--- src/rtl/wdt_pkg.sv ---
package wdt_pkg;
  localparam int OFS_CTRL    = 'h00;
  localparam int OFS_RANGE   = 'h04;
  localparam int OFS_COUNT   = 'h08;
  localparam int OFS_RESTART = 'h0C;
  localparam int OFS_STATUS  = 'h10;
  localparam int OFS_EOI     = 'h14;
  localparam logic [31:0] RESTART_KEY = 32'h0000_0076;

  typedef struct packed {
    logic reload;
    logic decrement;
  } cntStrobe_t;
endpackage

--- src/rtl/wdt_datapath.sv ---
module wdt_datapath
  import wdt_pkg::*;
#(
  parameter int BASE_SHIFT = 16,
  parameter int RANGE_W    = 4,
  parameter int CNT_W      = 31
) (
  input  logic               clk,
  input  logic               rstN,
  input  cntStrobe_t         strobe,
  input  logic [RANGE_W-1:0] torr,
  output logic [CNT_W-1:0]   countVal,
  output logic               countZero
);
  localparam logic [CNT_W-1:0] RESET_LOAD = ~({CNT_W{1'b1}} << BASE_SHIFT);

  logic [CNT_W-1:0] reloadVal;
  logic [CNT_W-1:0] countQ;

  // all ones below bit BASE_SHIFT+torr gives period-1
  assign reloadVal = ~({CNT_W{1'b1}} << (BASE_SHIFT + int'(torr)));

  always_ff @(posedge clk or negedge rstN) begin
    if (!rstN) begin
      countQ <= RESET_LOAD;
    end else if (strobe.reload) begin
      countQ <= reloadVal;
    end else if (strobe.decrement) begin
      countQ <= countQ - CNT_W'(1);
    end
  end

  assign countVal  = countQ;
  assign countZero = (countQ == '0);
endmodule

--- src/rtl/wdt_control.sv ---
module wdt_control
  import wdt_pkg::*;
#(
  parameter int ADDR_W    = 8,
  parameter int RANGE_W   = 4,
  parameter int CNT_W     = 31,
  parameter int PULSE_LEN = 8
) (
  input  logic               clk,
  input  logic               rstN,
  input  logic [ADDR_W-1:0]  busAddr,
  input  logic               busWrEn,
  input  logic [31:0]        busWrData,
  input  logic               busRdEn,
  output logic [31:0]        busRdData,
  input  logic [CNT_W-1:0]   countVal,
  input  logic               countZero,
  output cntStrobe_t         strobe,
  output logic [RANGE_W-1:0] torr,
  output logic               enable,
  output logic               respMode,
  output logic               irqPending,
  output logic               resetReq
);
  localparam int PW = $clog2(PULSE_LEN + 1);

  logic [PW-1:0] pulseLeft;
  logic wrCtrl, wrRange, restartHit, eoiHit;
  logic pulseActive, pulseEnd, expire, firstStage;

  assign wrCtrl     = busWrEn && (busAddr == ADDR_W'(OFS_CTRL));
  assign wrRange    = busWrEn && (busAddr == ADDR_W'(OFS_RANGE));
  assign restartHit = busWrEn && (busAddr == ADDR_W'(OFS_RESTART)) && (busWrData == RESTART_KEY);
  assign eoiHit     = busRdEn && (busAddr == ADDR_W'(OFS_EOI));

  assign pulseActive = (pulseLeft != '0);
  assign pulseEnd    = (pulseLeft == PW'(1));
  // a restart or acknowledge on the zero edge wins over the expiry
  assign expire      = enable && !pulseActive && countZero && !restartHit && !eoiHit;
  assign firstStage  = respMode && !irqPending;

  always_comb begin
    strobe.reload    = !enable || pulseActive || restartHit || eoiHit || expire;
    strobe.decrement = !strobe.reload;
  end

  always_ff @(posedge clk or negedge rstN) begin
    if (!rstN) begin
      enable     <= 1'b0;
      respMode   <= 1'b0;
      torr       <= '0;
      irqPending <= 1'b0;
      pulseLeft  <= '0;
    end else begin
      if (wrCtrl) begin
        enable   <= enable | busWrData[0];
        respMode <= busWrData[1];
      end
      if (wrRange) begin
        torr <= busWrData[RANGE_W-1:0];
      end
      if (pulseEnd || eoiHit) begin
        irqPending <= 1'b0;
      end else if (expire && firstStage) begin
        irqPending <= 1'b1;
      end
      if (expire && !firstStage) begin
        pulseLeft <= PW'(PULSE_LEN);
      end else if (pulseActive) begin
        pulseLeft <= pulseLeft - PW'(1);
      end
    end
  end

  assign resetReq = pulseActive;

  always_comb begin
    busRdData = '0;
    if (busRdEn) begin
      case (busAddr)
        ADDR_W'(OFS_CTRL):   busRdData = {30'd0, respMode, enable};
        ADDR_W'(OFS_RANGE):  busRdData = 32'(torr);
        ADDR_W'(OFS_COUNT):  busRdData = 32'(countVal);
        ADDR_W'(OFS_STATUS): busRdData = {31'd0, irqPending};
        default:             busRdData = '0;
      endcase
    end
  end
endmodule

--- src/rtl/wdt_two_stage.sv ---
module wdt_two_stage
  import wdt_pkg::*;
#(
  parameter int BASE_SHIFT = 16,
  parameter int RANGE_W    = 4,
  parameter int ADDR_W     = 8,
  parameter int PULSE_LEN  = 8
) (
  input  logic              clk,
  input  logic              rstN,
  input  logic [ADDR_W-1:0] busAddr,
  input  logic              busWrEn,
  input  logic [31:0]       busWrData,
  input  logic              busRdEn,
  output logic [31:0]       busRdData,
  output logic              irq,
  output logic              resetReq
);
  localparam int CNT_W = BASE_SHIFT + (1 << RANGE_W) - 1;

  cntStrobe_t         strobe;
  logic [RANGE_W-1:0] torr;
  logic [CNT_W-1:0]   countVal;
  logic               countZero, enableQ, respModeQ, irqPendingQ;

  wdt_control #(
    .ADDR_W(ADDR_W), .RANGE_W(RANGE_W), .CNT_W(CNT_W), .PULSE_LEN(PULSE_LEN)
  ) u_control (
    .clk(clk), .rstN(rstN), .busAddr(busAddr), .busWrEn(busWrEn),
    .busWrData(busWrData), .busRdEn(busRdEn), .busRdData(busRdData),
    .countVal(countVal), .countZero(countZero), .strobe(strobe), .torr(torr),
    .enable(enableQ), .respMode(respModeQ), .irqPending(irqPendingQ),
    .resetReq(resetReq)
  );

  wdt_datapath #(
    .BASE_SHIFT(BASE_SHIFT), .RANGE_W(RANGE_W), .CNT_W(CNT_W)
  ) u_datapath (
    .clk(clk), .rstN(rstN), .strobe(strobe), .torr(torr),
    .countVal(countVal), .countZero(countZero)
  );

  assign irq = irqPendingQ;
endmodule

--- config.mk ---
export PLATFORM = sky130hd
export DESIGN_NAME = wdt_two_stage
export DESIGN_NICKNAME = d
export VERILOG_FILES = /design/src/rtl/wdt_pkg.sv /design/src/rtl/wdt_datapath.sv /design/src/rtl/wdt_control.sv /design/src/rtl/wdt_two_stage.sv
export SDC_FILE = /design/constraint.sdc
export NUM_CORES = 1
export LEC_CHECK = 0
export BUFFER_PORTS_ARGS = -buffer_cell sky130_fd_sc_hd__buf_4
export CORE_MARGIN = 2
export CORE_UTILIZATION = 50
export CTS_BUF_LIST = sky130_fd_sc_hd__clkbuf_8
export CTS_CLUSTER_SIZE = 10
export DETAILED_ROUTE_END_ITERATION = 6
export GPL_ROUTABILITY_DRIVEN = 0
export PLACE_DENSITY_LB_ADDON = 0.08
export SYNTH_ARGS = -nofsm -noshare
export SYNTH_HDL_FRONTEND = slang
export SYNTH_SLANG_ARGS = --single-unit
--- constraint.sdc ---
create_clock -name clk -period 5.3 [get_ports clk]
set_input_delay 0.53 -clock clk [delete_from_list [all_inputs] [get_ports clk]]
set_output_delay 0.53 -clock clk [all_outputs]
set_load 0.02 [all_outputs]
==> results.py <==
metrics = {
    "placement": {
        "pre_cts_ws_ps": 2050,
        "post_dp_cell_area_um2": 3260,
        "place_hpwl_um": 4260,
        "io_buffers": 76,
    },
    "synth": {
        "ys_types": 49,
        "synth_flop_cell": "dfrtp_1",
        "synth-seq-cells": 42,
        "yosysWarnings": 0,
        "async_flop_share_pct": 100,
        "synthCells": 281,
        "seq_area_frac_synth_pct": 40.3,
        "yosysTopAreaCell": "dfrtp_1",
        "synth-edff-count": 0,
        "synth_top_area_share_pct": 24.5,
        "synth.area.top_cells": "dfrtp_1 (24%), dfstp_2 (16%), xnor2_1 (7.3%)",
        "syn_area_per_cell_um2": 9.46,
        "synth_nets": 329,
        "syn_area_um2": 2660,
    },
    "floorplanning": {
        "io_pins": 78,
        "die_height_um": 76.9,
        "initial_core_util_pct": 52.0,
        "fp.coreArea_um2": 5110,
        "dieArea_um2": 5910,
        "dieWidth_um": 76.9,
        "row_count": 26,
    },
    "setup_path": {
        "required_ps": 4770,
        "startpoint_type": "input pin",
        "crit_fanout": 27,
        "cp-startpoint": "busAddr[1]",
        "reg2regPathDepth": 6,
        "cp-end-kind": "output pin",
        "timing.rr.end": "u_datapath.countVal[23]$_DFF_PN0_",
        "ff2ff_setup_slack_ps": 2360,
        "rr_startpoint": "u_datapath.countVal[14]$_DFF_PN1_",
        "critPathKind": "in2out",
        "crit_arrival_ps": 2690,
        "crit_path_end": "busRdData[23]",
    },
    "sta": {
        "min_period_ps": 3220,
        "report.final.slew_viol_count": 0,
        "max_freq_mhz": 310,
        "tightest_slew_ps": 677,
        "setup_tns_ps": 0,
        "max_slew_margin_pct": 54.4,
        "finalHoldViolCount": 0,
        "rsz0062_at_grt": "no",
        "worst_slack_ps": 2080,
        "fin_crit_sh_pct": 60.8,
        "clock_skew_ps": 9.49,
        "setup_viol": 0,
        "whs_ps": 207,
    },
    "cts": {
        "clock-sinks": 42,
        "cts.clk_slew.worst_paths_ps": 80,
        "cts-hold-fix-buffers": 0,
        "cts_max_level": 2,
        "cts_resized": 0,
        "clk_latency_ps": 290,
        "cts_setup_buffers": 0,
        "cts_root_buf": "clkbuf_8",
        "cts_tree": "yes",
        "cts_buffers": 5,
        "clock_path_buffers": 2,
    },
    "global_route": {
        "grt_max_degree": 43,
        "grt_first_pass_wirelength_um": 10000,
        "grtUsageTotal_pct": 20.8,
        "antenna_found_initial": 0,
        "grt_remaining_overflow": 0,
        "first_global_vias": 2245,
    },
    "routing": {
        "drt_iter0_drc": 106,
        "first_pass_iters": 4,
        "vias_per_cell": 5.41,
        "wl_per_cell_um": 13.7,
        "ant_nets": 0,
        "dr_total_vias": 2284,
        "drc": 0,
        "totalWireLength_um": 5780,
    },
    "cells_and_area": {
        "nNetsFinal": 399,
        "regArea_um2": 1070,
        "nFillCells": 440,
        "multiInputGateArea_um2": 1490,
        "area_growth_syn_to_layout_pct": 26.6,
        "drive_gt1_share_pct": 31.0,
        "n_antenna_cell": 0,
        "fin_area_um2": 3360,
    },
    "power": {
        "p_leak_nw": 1.49,
        "powerDensity_nw_per_um2": 196,
        "peakVddDrop_mv": 0.0912,
    },
    "job": {
        "cap_violations": 0,
    },
    "run_status": {
        "status": "complete, no violations",
    },
    "worst_hold_path": {
        "min_path_type": "in2async",
    },
}
==> cells in the final DEF, fill, tap and decap left out, types with 3 or more instances in the layout <==
cell,Yosys,routed
buf_4,2,78
and2_1,29,29
dfrtp_1,26,26
xnor2_1,22,22
nand2_1,22,22
nor2_1,18,18
nor3_1,16,16
dfstp_2,16,16
nor4_1,15,15
mux2i_1,15,15
nand3_1,10,10
inv_1,7,9
xor2_1,6,6
or3_1,5,5
o21ai_0,5,5
a21oi_1,5,5
clkbuf_8,0,5
mux2_2,4,4
ha_1,4,4
nand4b_1,3,3
a31oi_1,3,3
==> worst min-delay path by stage <==
stage	slack [ps]	end	depth (start not counted)
finish	210	u_datapath.countVal[30]$_DFF_PN0_	1
global route	250	u_datapath.countVal[25]$_DFF_PN0_	1
CTS	230	u_datapath.countVal[25]$_DFF_PN0_	1
detailed placement	470	u_datapath.countVal[0]$_DFF_PN1_	1
global placement	460	u_datapath.countVal[0]$_DFF_PN1_	1
floorplan	230	u_control.enable$_DFFE_PN0P_	0
==> worst max-delay path, stage by stage <==
cell	delay [ps]
buf_4	110
nor4_1	510
nor3b_1	480
and3_1	690
and2_1	230
buf_4	140
==> synthesized netlist by cell type (3+ instances only) <==
| cell type | count |
|---|---|
| nand3_1 | 10 |
| nor3_1 | 16 |
| xor2_1 | 6 |
| mux2_2 | 4 |
| mux2i_1 | 15 |
| ha_1 | 4 |
| or3_1 | 5 |
| dfrtp_1 | 26 |
| and2_1 | 29 |
| clkbuf_1 | 11 |
| nor4_1 | 15 |
| a31oi_1 | 3 |
| xnor2_1 | 22 |
| nor2_1 | 18 |
| a21oi_1 | 5 |
| o21ai_0 | 5 |
| nand4b_1 | 3 |
| inv_1 | 7 |
| dfstp_2 | 16 |
| nand2_1 | 22 |
==> layer usage <==
metal	global-route usage (%)	wire length [um]	part of all wire, %	vias to the layer above
met1	26.9	2550	44	1076
met2	34.7	2760	48	76
met4	5.82	53	0.92	0
met3	5.06	409	7.1	4
li1	-	-	-	1128
met5	0	0	0	-
==> area by class of cell <==
cell class / instances / share of cell area, %
multi-input combinational: 217 / 44.2
sequential: 42 / 31.8
timing repair buffer: 78 / 17.4
tap: 70 / 2.60
clock buffer: 5 / 2.05
clock inverter: 3 / 1.12
inverter: 7 / 0.781
==> registers in the layout, summed over array words and instances, names as in the netlist <==
| register | flops |
|---|---|
| u_control.torr | 4 |
| u_control.enable | 1 |
| u_datapath.countVal | 31 |
| u_control.irqPending | 1 |
| u_control.pulseLeft | 4 |
| u_control.respMode | 1 |
==> per-stage QoR <==
| step | power (mW) | util (%) | instances |
|---|---|---|---|
| final | 0.660 | 65.9 | 422 |
| after global routing | 0.689 | 65.9 | 422 |
| after CTS | 0.669 | 65.9 | 422 |
| after detailed placement | 0.422 | 63.8 | 414 |
| after global placement | 0.420 | 63.8 | 414 |
| after floorplan | 0.381 | - | 281 |
==> power breakdown <==
part           internal [mW]  switching [mW]
combinational         0.0393          0.0331
sequential             0.330          0.0128
clock                  0.137           0.108
total                  0.506           0.154
==> cells by family after synthesis <==
family	synth area share [%]
AND/OR/NAND/NOR	30.6
buffers and inverters	3.95
adder cells (fa/ha/maj)	2.26
multiplexers	7.77
other	0.141
flip-flops	40.3
XOR/XNOR	9.23
AO/OA/AOI/OAI	5.74
No activity file was read; power rests on OpenSTA's default activity.
